### src/rtl/lin_rx_pkg.sv
package lin_rx_pkg;

  localparam int MAX_BYTES = 8;
  localparam int LEN_W     = $clog2(MAX_BYTES + 1);

  typedef enum logic [2:0] {
    ST_IDLE,
    ST_SYNC,
    ST_ID,
    ST_DATA,
    ST_CKS
  } frame_st_t;

  // Both protection bits of the identifier must match.
  function automatic logic id_parity_ok(input logic [7:0] id);
    logic p_lo, p_hi;
    p_lo = id[0] ^ id[1] ^ id[2] ^ id[4];
    p_hi = ~(id[1] ^ id[3] ^ id[4] ^ id[5]);
    return (id[6] == p_lo) && (id[7] == p_hi);
  endfunction

  // Number of data bytes selected by the length field.
  function automatic logic [LEN_W-1:0] len_from_id(input logic [7:0] id);
    case (id[5:4])
      2'b10:   return LEN_W'(4);
      2'b11:   return LEN_W'(8);
      default: return LEN_W'(2);
    endcase
  endfunction

  // One step of the end-around-carry sum.
  function automatic logic [7:0] cks_add(input logic [7:0] acc, input logic [7:0] b);
    logic [8:0] t;
    t = {1'b0, acc} + {1'b0, b};
    return t[7:0] + {7'd0, t[8]};
  endfunction

endpackage

### src/rtl/lin_break_det.sv
module lin_break_det #(
  parameter int CNT_W    = 16,
  parameter int BRK_CLKS = 208
) (
  input  logic clk,
  input  logic rst,
  input  logic bus_in,
  output logic brk_done
);

  logic [CNT_W-1:0] low_cnt;
  logic             armed;

  // Count consecutive low clocks and saturate at the threshold; the break ends on the return high.
  always_ff @(posedge clk) begin
    if (rst) begin
      low_cnt  <= '0;
      armed    <= 1'b0;
      brk_done <= 1'b0;
    end else begin
      brk_done <= 1'b0;
      if (!bus_in) begin
        if (low_cnt != CNT_W'(BRK_CLKS)) low_cnt <= low_cnt + 1'b1;
        if (low_cnt == CNT_W'(BRK_CLKS - 1)) armed <= 1'b1;
      end else begin
        if (armed) brk_done <= 1'b1;
        armed   <= 1'b0;
        low_cnt <= '0;
      end
    end
  end

endmodule

### src/rtl/lin_autobaud.sv
module lin_autobaud #(
  parameter int CNT_W = 16
) (
  input  logic             clk,
  input  logic             rst,
  input  logic             en,
  input  logic             fall,
  output logic             bt_valid,
  output logic [CNT_W-1:0] bit_time
);

  logic [2:0]       edges;
  logic [CNT_W-1:0] span;

  // Measure from the first falling edge of the sync byte to its fifth: eight bit times.
  always_ff @(posedge clk) begin
    if (rst) begin
      edges    <= '0;
      span     <= '0;
      bt_valid <= 1'b0;
      bit_time <= '0;
    end else if (!en) begin
      edges    <= '0;
      span     <= '0;
      bt_valid <= 1'b0;
    end else begin
      bt_valid <= 1'b0;
      if (edges != 3'd0) span <= span + 1'b1;
      if (fall) begin
        if (edges == 3'd0) begin
          span  <= CNT_W'(1);
          edges <= 3'd1;
        end else if (edges == 3'd4) begin
          bit_time <= (span + CNT_W'(4)) >> 3;
          bt_valid <= 1'b1;
          edges    <= 3'd0;
        end else begin
          edges <= edges + 3'd1;
        end
      end
    end
  end

endmodule

### src/rtl/lin_byte_rx.sv
module lin_byte_rx #(
  parameter int CNT_W = 16
) (
  input  logic             clk,
  input  logic             rst,
  input  logic             en,
  input  logic             bus_in,
  input  logic             fall,
  input  logic [CNT_W-1:0] bit_time,
  output logic             byte_valid,
  output logic [7:0]       byte_data,
  output logic             stop_err
);

  logic             busy;
  logic [3:0]       bitn;
  logic [CNT_W-1:0] cnt;
  logic [CNT_W-1:0] limit;
  logic [7:0]       shreg;

  // bitn 0 is the start bit, 1..8 the data bits (LSB first), 9 the stop bit.
  always_ff @(posedge clk) begin
    if (rst || !en) begin
      busy       <= 1'b0;
      bitn       <= '0;
      cnt        <= '0;
      limit      <= '0;
      shreg      <= '0;
      byte_valid <= 1'b0;
      byte_data  <= '0;
      stop_err   <= 1'b0;
    end else begin
      byte_valid <= 1'b0;
      if (!busy) begin
        if (fall) begin
          busy  <= 1'b1;
          bitn  <= '0;
          cnt   <= '0;
          limit <= (bit_time >> 1) - CNT_W'(1);
        end
      end else if (cnt == limit) begin
        cnt   <= '0;
        limit <= bit_time - CNT_W'(1);
        bitn  <= bitn + 4'd1;
        if (bitn == 4'd0) begin
          if (bus_in) busy <= 1'b0;
        end else if (bitn <= 4'd8) begin
          shreg <= {bus_in, shreg[7:1]};
        end else begin
          busy       <= 1'b0;
          byte_valid <= 1'b1;
          byte_data  <= shreg;
          stop_err   <= !bus_in;
        end
      end else begin
        cnt <= cnt + 1'b1;
      end
    end
  end

endmodule

### src/rtl/lin_frame_rx.sv
module lin_frame_rx
  import lin_rx_pkg::*;
#(
  parameter int CNT_W   = 16,
  parameter int NOM_BIT = 16,
  parameter int BRK_BITS = 13
) (
  input  logic                   clk,
  input  logic                   rst,
  input  logic                   bus_in,
  output logic                   frame_valid,
  output logic [7:0]             frame_id,
  output logic [LEN_W-1:0]       frame_len,
  output logic [8*MAX_BYTES-1:0] frame_data,
  output logic                   err_parity,
  output logic                   err_checksum,
  output logic                   err_framing
);

  localparam int BRK_CLKS = BRK_BITS * NOM_BIT;
  localparam int IDX_W    = $clog2(MAX_BYTES);

  frame_st_t        state;
  logic             bus_q;
  logic             fall;
  logic             brk_done;
  logic             bt_valid;
  logic [CNT_W-1:0] bit_time;
  logic             byte_valid;
  logic [7:0]       byte_data;
  logic             stop_err;
  logic             rx_en;
  logic [7:0]       id_r;
  logic [LEN_W-1:0] tgt_len;
  logic [LEN_W-1:0] byte_idx;
  logic [7:0]       sum_r;
  logic [7:0]       data_r [MAX_BYTES];
  logic [8*MAX_BYTES-1:0] data_pk;
  logic             fin, e_par, e_cks, e_frm;

  always_ff @(posedge clk) begin
    if (rst) bus_q <= 1'b1;
    else     bus_q <= bus_in;
  end
  assign fall  = bus_q & ~bus_in;
  assign rx_en = (state == ST_ID) || (state == ST_DATA) || (state == ST_CKS);

  lin_break_det #(.CNT_W(CNT_W), .BRK_CLKS(BRK_CLKS)) u_brk (
    .clk(clk), .rst(rst), .bus_in(bus_in), .brk_done(brk_done)
  );

  lin_autobaud #(.CNT_W(CNT_W)) u_baud (
    .clk(clk), .rst(rst), .en(state == ST_SYNC), .fall(fall),
    .bt_valid(bt_valid), .bit_time(bit_time)
  );

  lin_byte_rx #(.CNT_W(CNT_W)) u_byte (
    .clk(clk), .rst(rst), .en(rx_en), .bus_in(bus_in), .fall(fall),
    .bit_time(bit_time), .byte_valid(byte_valid), .byte_data(byte_data),
    .stop_err(stop_err)
  );

  for (genvar k = 0; k < MAX_BYTES; k++) begin : g_pack
    assign data_pk[8*k +: 8] = data_r[k];
  end

  // End-of-frame decision for the byte just received.
  always_comb begin
    fin = 1'b0; e_par = 1'b0; e_cks = 1'b0; e_frm = 1'b0;
    if (byte_valid) begin
      case (state)
        ST_ID: begin
          if (stop_err) begin fin = 1'b1; e_frm = 1'b1; end
          else if (!id_parity_ok(byte_data)) begin fin = 1'b1; e_par = 1'b1; end
        end
        ST_DATA: if (stop_err) begin fin = 1'b1; e_frm = 1'b1; end
        ST_CKS: begin
          fin = 1'b1;
          if (stop_err) e_frm = 1'b1;
          else if (byte_data != ~sum_r) e_cks = 1'b1;
        end
        default: ;
      endcase
    end
  end

  always_ff @(posedge clk) begin
    if (rst) begin
      state        <= ST_IDLE;
      id_r         <= '0;
      tgt_len      <= '0;
      byte_idx     <= '0;
      sum_r        <= '0;
      frame_valid  <= 1'b0;
      frame_id     <= '0;
      frame_len    <= '0;
      frame_data   <= '0;
      err_parity   <= 1'b0;
      err_checksum <= 1'b0;
      err_framing  <= 1'b0;
      for (int k = 0; k < MAX_BYTES; k++) data_r[k] <= '0;
    end else begin
      frame_valid <= 1'b0;
      if (brk_done) begin
        state <= ST_SYNC;
        for (int k = 0; k < MAX_BYTES; k++) data_r[k] <= '0;
      end else begin
        case (state)
          ST_SYNC: if (bt_valid) state <= ST_ID;
          ST_ID: if (byte_valid && !fin) begin
            id_r     <= byte_data;
            tgt_len  <= len_from_id(byte_data);
            byte_idx <= '0;
            sum_r    <= '0;
            state    <= ST_DATA;
          end
          ST_DATA: if (byte_valid && !fin) begin
            data_r[byte_idx[IDX_W-1:0]] <= byte_data;
            sum_r    <= cks_add(sum_r, byte_data);
            byte_idx <= byte_idx + 1'b1;
            if (byte_idx + 1'b1 == tgt_len) state <= ST_CKS;
          end
          default: ;
        endcase
        if (fin) begin
          state        <= ST_IDLE;
          frame_valid  <= 1'b1;
          frame_id     <= (state == ST_ID) ? byte_data : id_r;
          frame_len    <= (state == ST_ID) ? '0 : byte_idx;
          frame_data   <= data_pk;
          err_parity   <= e_par;
          err_checksum <= e_cks;
          err_framing  <= e_frm;
        end
      end
    end
  end

endmodule

### config.mk
export PLATFORM = sky130hd
export DESIGN_NAME = lin_frame_rx
export DESIGN_NICKNAME = d
export VERILOG_FILES = /design/src/rtl/lin_rx_pkg.sv /design/src/rtl/lin_break_det.sv /design/src/rtl/lin_autobaud.sv /design/src/rtl/lin_byte_rx.sv /design/src/rtl/lin_frame_rx.sv
export SDC_FILE = /design/constraint.sdc
export NUM_CORES = 1
export LEC_CHECK = 0
export BUFFER_PORTS_ARGS = -buffer_cell sky130_fd_sc_hd__buf_4
export CORE_ASPECT_RATIO = 0.8
export CORE_MARGIN = 3
export CORE_UTILIZATION = 45
export CTS_CLUSTER_SIZE = 30
export DETAILED_ROUTE_END_ITERATION = 7
export PLACE_DENSITY_LB_ADDON = 0.08
export SLEW_MARGIN = 5
export SYNTH_ARGS = -nofsm -noshare
export SYNTH_HDL_FRONTEND = slang
export SYNTH_SLANG_ARGS = --single-unit
### constraint.sdc
create_clock -name clk -period 5.45 [get_ports clk]
set_input_delay 0.2725 -clock clk [delete_from_list [all_inputs] [get_ports clk]]
set_output_delay 0.2725 -clock clk [all_outputs]
set_load 0.005 [all_outputs]
==> flow_summary.toml, run 1 <==
[flow_run]
maxCapViolCount = 0

[synthesis]
ys_seq_area_share_pct = 49.3
syn_area_mm2 = 0.0125
synth-edff-count = 64
synthArstFlopShare_pct = 0
synth_cells = 1365
ys_ff_latch = 275
syn_area_per_cell_um2 = 9.14
synth.area.top_cells = "dfxtp_1 34%, edfxtp_1 15%, nand2_1 6.6%, a21oi_1 5.2%, nor2_1 3.9%"
yosys_warnings = 0
ys_types = 75
ys.flop_type = "dfxtp_1"
yosysTopAreaCellShare_pct = 33.9
synth_top_cell_by_area = "dfxtp_1"
syn_nets = 1393

[sta]
fin_ws_ps = 1940
drv_slew = 0
finalSetupTns_ps = 0
finalHoldViolations = 0
fin_crit_ps = 3510
tightest_slew_ps = 1130
grt_setup_unrepaired = "false"
setup_viol = 0
min_period_over_period_pct = 64.4
slew_headroom_pct = 24.2
fmax_ghz = 0.285
fin_worst_skew_ps = 24.5

[die]
rows = 53
fp.dieW_um = 192
start_util_pct = 46.5
pin_count = 83
die_y_um = 155
dieArea_mm2 = 0.0298
core_area_mm2 = 0.0268

[worst_hold_path]
min_from = "rst"
min_path_type = "input port to register"

[clock_tree]
clock_sinks = 275
cts_buffers = 28
insertion_delay_ps = 560
cts_root_buf = "clkbuf_16"
cts_max_level = 1
cts_tree = "built"
ctsLongestPathBuffers = 3
cts_setup_buffers = 0
path_clk_slew_ps = 70

[routing]
routed_wl_um = 29200
dr.pass1.iters = 5
ant_nets = 0
routed-via-count = 9614
drcViolationCount = 0
viasPerCell = 5.40
wl_per_cell_um = 16.4
initialDrtViolationCount = 769

[worst_setup_path]
worstSetupPathType = "register to register"
slowest_stage = "dfxtp_1"
path_max_fanout = 13
path_buf_inv = 1
critPathLaunch = "u_byte.byte_data[0]"
rr_startpoint = "u_byte.byte_data[0]"
rrSetupSlack_ps = 1940
worstSetupStartpointType = "register"
crit_family = "adder cells"
slowest_delay_ps = 700
endpoint_kind = "register"
crit_required_ps = 5880
critPathMostFrequentCell = "ha_1"
path_cells = "ha_1 > inv_1 > fa_1 > nor2b_1 > o21ai_0 > a21oi_1 > a211o_1 > ha_1 > ha_1 > nand2_1 > nor3_1 > nand4_1 > xor2_1 > a22o_1"
arrival_ps = 3940

[final_layout]
area_growth_pct = 13.6
final_cells = 1780
fillerInstances = 2514
drive_gt1_share_pct = 12.0
seqCellArea_mm2 = 0.00615
layout.nets = 1429
multi_input_comb_area_mm2 = 0.00579
antenna_cells = 0

[power]
power_density_mw_per_mm2 = 293
peakVddDrop_v = 0.000233
p_leak_nw = 5.18

[placed_design]
place_ws_ps = 2030
portBuffers = 82
dp_cells = 1727
gp_congestion = 0.823
dp_hpwl_um = 19900

[global_routing]
antenna_found_initial = 0
grt_pass1_vias = 8626
grt_usage_pct = 19.3
grt_pass1_wl_um = 46900
grt.overflow.total = 0
grt_max_degree = 89

[status]
outcome = "completed"
[per-layer routing]
metal / track usage (%) / vias up / routed length (um)
met5: 0 / - / 0
met1: 31.2 / 4530 / 15400
li1: - / 4844 / -
met2: 26.7 / 200 / 11800
met4: 4.20 / 0 / 509
met3: 2.84 / 40 / 1400
[per-stage QoR]
step / utilization (%) / instance area [um^2] / power [mW] / hold WS [ps]
floorplan: - / 12500 / 2.19 / 386
global placement: 49.3 / 13200 / 2.21 / 440
detailed placement: 49.3 / 13200 / 2.21 / 437
CTS: 52.9 / 14200 / 4.20 / 104
global route: 52.9 / 14200 / 4.30 / 123
finish: 52.9 / 14200 / 4.15 / 126
[sequential cells by signal, summed over array words and instances, names as in the netlist, 13 cells and up]
register and count:
data_r 64, frame_data 64, u_baud.span 16, u_brk.low_cnt 16
u_byte.cnt 16, u_byte.limit 14, u_baud.bit_time 13
[worst paths after layout]
| path | end | cells after the start |
|---|---|---|
| max | sum_r[6] | 14 |
| min | tgt_len[3] | 2 |
| max reg2reg | sum_r[6] | 14 |
| min reg2reg | u_brk.brk_done | 2 |
[Yosys cell counts, types with 15 or more instances]
cell type  count
inv_1         27
edfxtp_1      64
xor2_1        22
nand3_1       38
nor2_1       131
mux2i_1       40
o21ai_0       21
buf_2         17
and2_1        47
xnor2_1       37
a21oi_1      130
dfxtp_1      211
nand4_1       15
a211oi_1      31
ha_1          24
nand2_1      218
nor3_1        22
clkbuf_1      59
and3_1        27
nand2b_1      15
[what timing repair did]
action / 4_1_cts / 5_1_grt
hold buffers: 1 / 0
hold endpoints to repair: 1 / 0
gates resized for setup: 0 / 0
[cell type report]
type	count	share of cell area [%]
multi-input combinational	973	40.9
inverter	27	0.716
tap	357	3.15
timing repair buffer	96	5.11
sequential	275	43.4
clock inverter	11	1.18
clock buffer	41	5.58
[cells in the final DEF, fill, tap and decap left out, types with 8 or more instances in the layout]
master     Yosys  routed
buf_4          3      95
nor2b_1        9       9
nand4_1       15      15
inv_1         27      27
edfxtp_1      64      64
and2_1        47      46
a21oi_1      130     130
xor2_1        22      22
xnor2_1       37      37
o211ai_1      11      11
dfxtp_1      211     211
nor2_1       131     131
nand3_1       38      38
clkbuf_1      59       8
a22o_1         8       8
nor3_1        22      22
a211oi_1      31      31
mux2i_1       40      40
nand2_1      218     217
nand2b_1      15      15
and3_1        27      27
ha_1          24      24
a31oi_1        8       8
clkbuf_16      0      28
o21ai_0       21      21
a311oi_1      11      11
[where the power goes]
group	internal (mW)	total, mW	switching [mW]
logic	0.00941	0.0558	0.0464
registers	2.10	2.11	0.00717
clock network	1.19	1.98	0.789
[kinds of logic after synthesis]
kind of cell	synth area share [%]
adder cells (fa/ha/maj)	2.57
multiplexers	3.75
flip-flops	49.3
XOR/XNOR	4.52
buffers and inverters	4.32
AO/OA/AOI/OAI	13.3
AND/OR/NAND/NOR	22.3
Power figures use the tool's default switching activity.
==> run 2, diff against run 1 <==
Clock period 5.45 ns to 3.4 ns, I/O delays scaled along.
==> run 2 against run 1 <==
  * Wire length up 0.88%
  * Sequential share of layout area fell by 0.51 points
  * Register-to-register slack got worse by 1400 ps
  * Critical path depth did not move
  * Critical path type unchanged
==> flow_summary.toml, run 2 (synthesized netlist as in run 1, its figures left out) <==
[placed_design]
place_ws_ps = 533
gp_congestion = 0.876
portBuffers = 82
dp_cells = 1749
postPlaceCellArea_mm2 = 0.0134
dp_hpwl_um = 20400

[flow_run]
maxCapViolCount = 0

[sta]
grt_setup_unrepaired = "false"
fin_ws_ps = 515
fin_crit_ps = 2890
fmax_ghz = 0.347
tightest_slew_ps = 887
finalHoldViolations = 0
setup_viol = 0
finalSetupTns_ps = 0
min_period_over_period_pct = 84.9
drv_slew = 0
fin_worst_skew_ps = 13.3
slew_headroom_pct = 40.6

[global_routing]
grt_pass1_vias = 8831
grt_max_degree = 47
antenna_found_initial = 0
grt_pass1_wl_um = 47700
use_met1_pct = 31.4
grt.overflow.total = 0
grtUsageMet2_pct = 27.4
grt_usage_pct = 19.4
use_met3_pct = 2.91
gr-max-usage-layer = "met1"

[power]
power_density_mw_per_mm2 = 464
peakVddDrop_v = 0.000326
p_leak_nw = 5.29

[die]
dieArea_mm2 = 0.0298
pin_count = 83
fp.dieW_um = 192
start_util_pct = 46.5
core_area_mm2 = 0.0268
die_y_um = 155
rows = 53

[worst_setup_path]
worstSetupStartpointType = "register"
critPathMostFrequentCell = "ha_1"
crit_family = "adder cells"
endpoint_kind = "register"
arrival_ps = 3320
slowest_stage = "fa_1"
path_buf_inv = 1
crit_required_ps = 3840
worstSetupPathType = "register to register"
slowest_delay_ps = 400
path_max_fanout = 4
path_cells = "ha_1 > inv_1 > fa_1 > nor2b_1 > o21ai_0 > a21oi_1 > a211o_1 > ha_1 > ha_1 > nand2_1 > nor3_1 > nand4_1 > xor2_1 > a22o_1"

[clock_tree]
cts_max_level = 1
path_clk_slew_ps = 70
cts_buffers = 28
clock_sinks = 275
insertion_delay_ps = 550
cts_tree = "built"
cts_setup_buffers = 0
cts_root_buf = "clkbuf_16"
ctsLongestPathBuffers = 3

[routing]
routed-via-count = 9630
wl_per_cell_um = 16.3
initialDrtViolationCount = 682
dr.pass1.iters = 5
viasPerCell = 5.34
ant_nets = 0
drcViolationCount = 0
routed_wl_um = 29400

[final_layout]
reg_top3 = "data_r (64), frame_data (64)"
finalInstanceArea_mm2 = 0.0143
final_common_cell = "nand2_1"
layout.nets = 1451
layout_common_cells = "217 x nand2_1, 211 x dfxtp_1, 131 x nor2_1, 130 x a21oi_1, 116 x buf_4"
antenna_cells = 0
area_growth_pct = 14.9
final_util_pct = 53.5
final_cells = 1802
drive_gt1_share_pct = 13.5

[status]
outcome = "completed"

[worst_hold_path]
min_path_type = "input port to register"
-- run 2: cell types whose count changed in the layout (fill, tap and decap cells not counted), sizes merged --
cell      delta
clkinvlp     +1
clkinv       +5
clkbuf       -6
buf         +22
-- run 2: area by class of cell --
class / instances / area (um^2)
well taps: 357 / 447
clock buffers: 35 / 758
clock inverters: 17 / 190
repair buffers: 118 / 901
fillers: 2528 / 12500
inverters: 27 / 101
multi-input cells: 973 / 5790
flip-flops and latches: 275 / 6150
-- run 2: repair_timing --
item | in CTS | in global routing
hold buffers | 1 | 0
hold endpoints to repair | 2 | 0
gates resized for setup | 0 | 0
-- run 2: worst paths after layout --
check / startpoint / to / slack [ps] / depth (start not counted)
setup reg to reg: sum_r[0] / sum_r[6] / 510 / 14
setup / recovery: sum_r[0] / sum_r[6] / 510 / 14
hold reg to reg: u_brk.armed / u_brk.brk_done / 440 / 2
hold / removal: rst / tgt_len[1] / 40 / 2
-- run 2: worst reg2reg max path: cells and delay by family, from the launching register on --
| family | cells | cell delay [ps] |
|---|---|---|
| compound gates | 4 | 600 |
| simple gates | 4 | 650 |
| fa+ha+maj | 4 | 940 |
| xor+xnor | 1 | 200 |
| buf+inv | 1 | 70 |
| flops | 1 | 340 |
-- run 2: layer usage --
layer / up-vias / part of all wire, %
met5: - / 0
met1: 4504 / 53
met3: 42 / 5.2
met2: 210 / 40
met4: 0 / 1.6
li1: 4874 / -
-- run 2: through the flow --
| stage | total power [mW] | hold slack [ps] |
|---|---|---|
| detailed placement | 3.54 | 441 |
| finish | 6.64 | 36.0 |
| global route | 6.87 | 34.1 |
| global placement | 3.54 | 437 |
| CTS | 6.71 | 16.1 |
| floorplan | 3.51 | 284 |
-- run 2: power by group --
group / internal, mW / switching, mW
Sequential: 3.37 / 0.0114
Combinational: 0.0184 / 0.0750
Clock: 1.88 / 1.29
==> run 3, diff against run 2 <==
Settings changed: ABC_AREA set to 1.
Clock period 3.4 ns to 3 ns, I/O delays scaled along.
==> run 3 against run 2 <==
  * Synthesized area is 2.1% lower
  * Cell count grew 10%
  * Sequential cell count stayed put
  * Critical path depth unchanged
  * Clock skew grew 9.0 ps
  * Wire length decreased by 3.1%
  * Synthesized cell count rose by 12%
  * Die area down 2.1%
  * Cell area fell by 2.0%
==> flow_summary.toml, run 3 <==
[status]
outcome = "completed"

[worst_setup_path]
crit_family = "simple AND/OR/NAND/NOR gates"
rrSetupSlack_ps = 310
path_cells = "inv_2 > nand2_1 > nand2_1 > inv_1 > nand3_1 > nand2_1 > nand2_1 > nand2_2 > nand3_4 > nor2_8 > inv_4 > nor2_4 > nand2_2 > nand2_1"
path_buf_inv = 3
arrival_ps = 2900
slowest_delay_ps = 490
worstSetupStartpointType = "register"
rr_startpoint = "u_byte.byte_data[4]"
endpoint_kind = "register"
r2r_cells = 14
critPathMostFrequentCell = "nand2_1"
slowest_stage = "dfxtp_1"
r2r_end = "data_r[1][1]"
crit_required_ps = 3210
worstSetupPathType = "register to register"
path_max_fanout = 14
crit_cells = 14

[synthesis]
synth_cells = 1533
synthAdderAreaFrac_pct = 2.63
synthArstFlopShare_pct = 0
ys_seq_area_share_pct = 50.4
synth_mux_area_share_pct = 0
ys_ff_latch = 275
synth.most_common_cell = "nor2_1"
synth_compound_area_share_pct = 13.6
syn_area_per_cell_um2 = 7.96
synth_top_cell_by_area = "dfxtp_1"
yosys_warnings = 0
synth-edff-count = 64
synth.area.top_cells = "dfxtp_1 35%, edfxtp_1 16%, nor2_1 9.7%, nand2_1 6.9%, o21ai_0 5.7%"
synth_top_family_by_area = "simple AND/OR/NAND/NOR gates"
syn_area_mm2 = 0.0122
yosysTopAreaCellShare_pct = 34.6
ys_types = 50
synthXorXnorAreaFrac_pct = 3.30
ys.flop_type = "dfxtp_1"
syn_nets = 1561
synth-simple-area-share_pct = 23.3
netlist_top_cells_count = "315 x nor2_1, 223 x nand2_1, 211 x dfxtp_1"

[routing]
drcViolationCount = 0
dr.pass1.iters = 7
routed_wl_um = 28500
initialDrtViolationCount = 673
wl_per_cell_um = 14.3
viasPerCell = 5.02
ant_nets = 0
routed-via-count = 9977

[power]
p_leak_nw = 5.75
p_sw_mw = 1.51
p_int_mw = 5.87
switching_share_pct = 20.5
seqPwrFrac_pct = 51.8
peakVddDrop_v = 0.000460
power_density_mw_per_mm2 = 526
power_frac_comb_pct = 1.4
clockPowerShare_pct = 46.9
finalPower_mw = 7.39

[die]
dieArea_mm2 = 0.0291
rows = 53
core_area_mm2 = 0.0265
start_util_pct = 46.1
die_y_um = 153
pin_count = 83
fp.dieW_um = 190

[final_layout]
layout_common_cells = "314 x nor2_1, 223 x nand2_1, 210 x dfxtp_1, 137 x o21ai_0, 130 x inv_1"
layout.nets = 1635
fillerInstances = 2568
final_cells = 1986
antenna_cells = 0
final_util_pct = 53.1
finalInstanceArea_mm2 = 0.0141
reg_top3 = "data_r (64), frame_data (64)"
final_common_cell = "nor2_1"
drive_gt1_share_pct = 10.8
area_growth_pct = 15.2

[sta]
fin_ws_ps = 309
fin_worst_skew_ps = 22.3
min_period_over_period_pct = 89.7
fin_crit_ps = 2690
finalSetupTns_ps = 0
tightest_slew_ps = 999
fmax_ghz = 0.372
slew_headroom_pct = 33.3
drv_slew = 0
grt_setup_unrepaired = "false"
setup_viol = 0
finalHoldViolations = 0
timing.hold.ws_ps = 36.4

[clock_tree]
cts_root_buf = "clkbuf_16"
cts_tree = "built"
cts_max_level = 1
cts_buffers = 29
insertion_delay_ps = 550
cts_setup_buffers = 0
clock_sinks = 275
ctsLongestPathBuffers = 3
path_clk_slew_ps = 60

[worst_hold_path]
min_from = "rst"
min_to = "id_r[3]"
min_path_cells = 2
min_path_type = "input port to register"

[global_routing]
grt_max_degree = 89
grt.overflow.total = 0
grt_pass1_wl_um = 47900
grt_pass1_vias = 9586
grt_usage_pct = 19.6
antenna_found_initial = 0

[placed_design]
dp_hpwl_um = 19700
dp_cells = 1932
portBuffers = 82
place_ws_ps = 264
postPlaceCellArea_mm2 = 0.0131
gp_congestion = 0.907

[flow_run]
maxCapViolCount = 0
run 3: cell types whose count changed in the layout (fill, tap and decap cells not counted), sizes merged, moves of 22 or more:
| cell | delta |
|---|---|
| a211oi | -22 |
| and2 | -48 |
| and3 | -26 |
| inv | +112 |
| mux2i | -40 |
| nand3 | +32 |
| nor2 | +188 |
| o21ai | +120 |
run 3: power by group through the flow:
stage               combinational [mW]  clock (mW)  sequential (mW)
floorplan                       0.0675           0             3.90
global placement                0.0999           0             3.91
detailed placement               0.100           0             3.91
CTS                              0.102        3.56             3.83
global route                     0.113        3.70             3.83
finish                           0.100        3.46             3.83
run 3: final cells by class:
cell class	instances	area [um^2]	area share, %
Tap cell	357	447	3.18
Clock buffer	39	763	5.43
Clock inverter	14	149	1.06
Timing Repair Buffer	103	788	5.61
Sequential cell	275	6150	43.7
Multi-Input combinational cell	1058	5230	37.2
Inverter	140	528	3.76
run 3: repair_timing:
item	CTS	global route
setup endpoints to repair	0	4
resized for setup	0	3
hold buffers	1	0
hold endpoints to repair	2	0
run 3: how the worst max path moves through the flow:
stage	slack, ps	to	start
floorplan	290	sum_r[7]	u_byte.byte_data[1]
global placement	370	data_r[1][1]	u_byte.byte_data[1]
detailed placement	260	sum_r[7]	u_byte.byte_data[0]
CTS	250	sum_r[6]	u_byte.byte_data[0]
global route	50	sum_r[7]	u_byte.byte_data[0]
finish	310	data_r[1][1]	u_byte.byte_data[4]
run 3: kinds of logic after synthesis:
kind of cell | count (synthesis)
and+or+nand+nor | 680
AOI/OAI and AO/OA | 307
DFF | 275
buffers and inverters | 200
xor gates and xnor gates | 46
adders and majority gates | 25
run 3: layer usage:
layer	track usage (%)	vias to the layer above	share of wire [%]
met5	0	-	0
met3	2.87	37	4.7
met2	30.9	189	44
met1	28.6	4544	50
li1	-	5207	-
met4	4.79	0	1.9
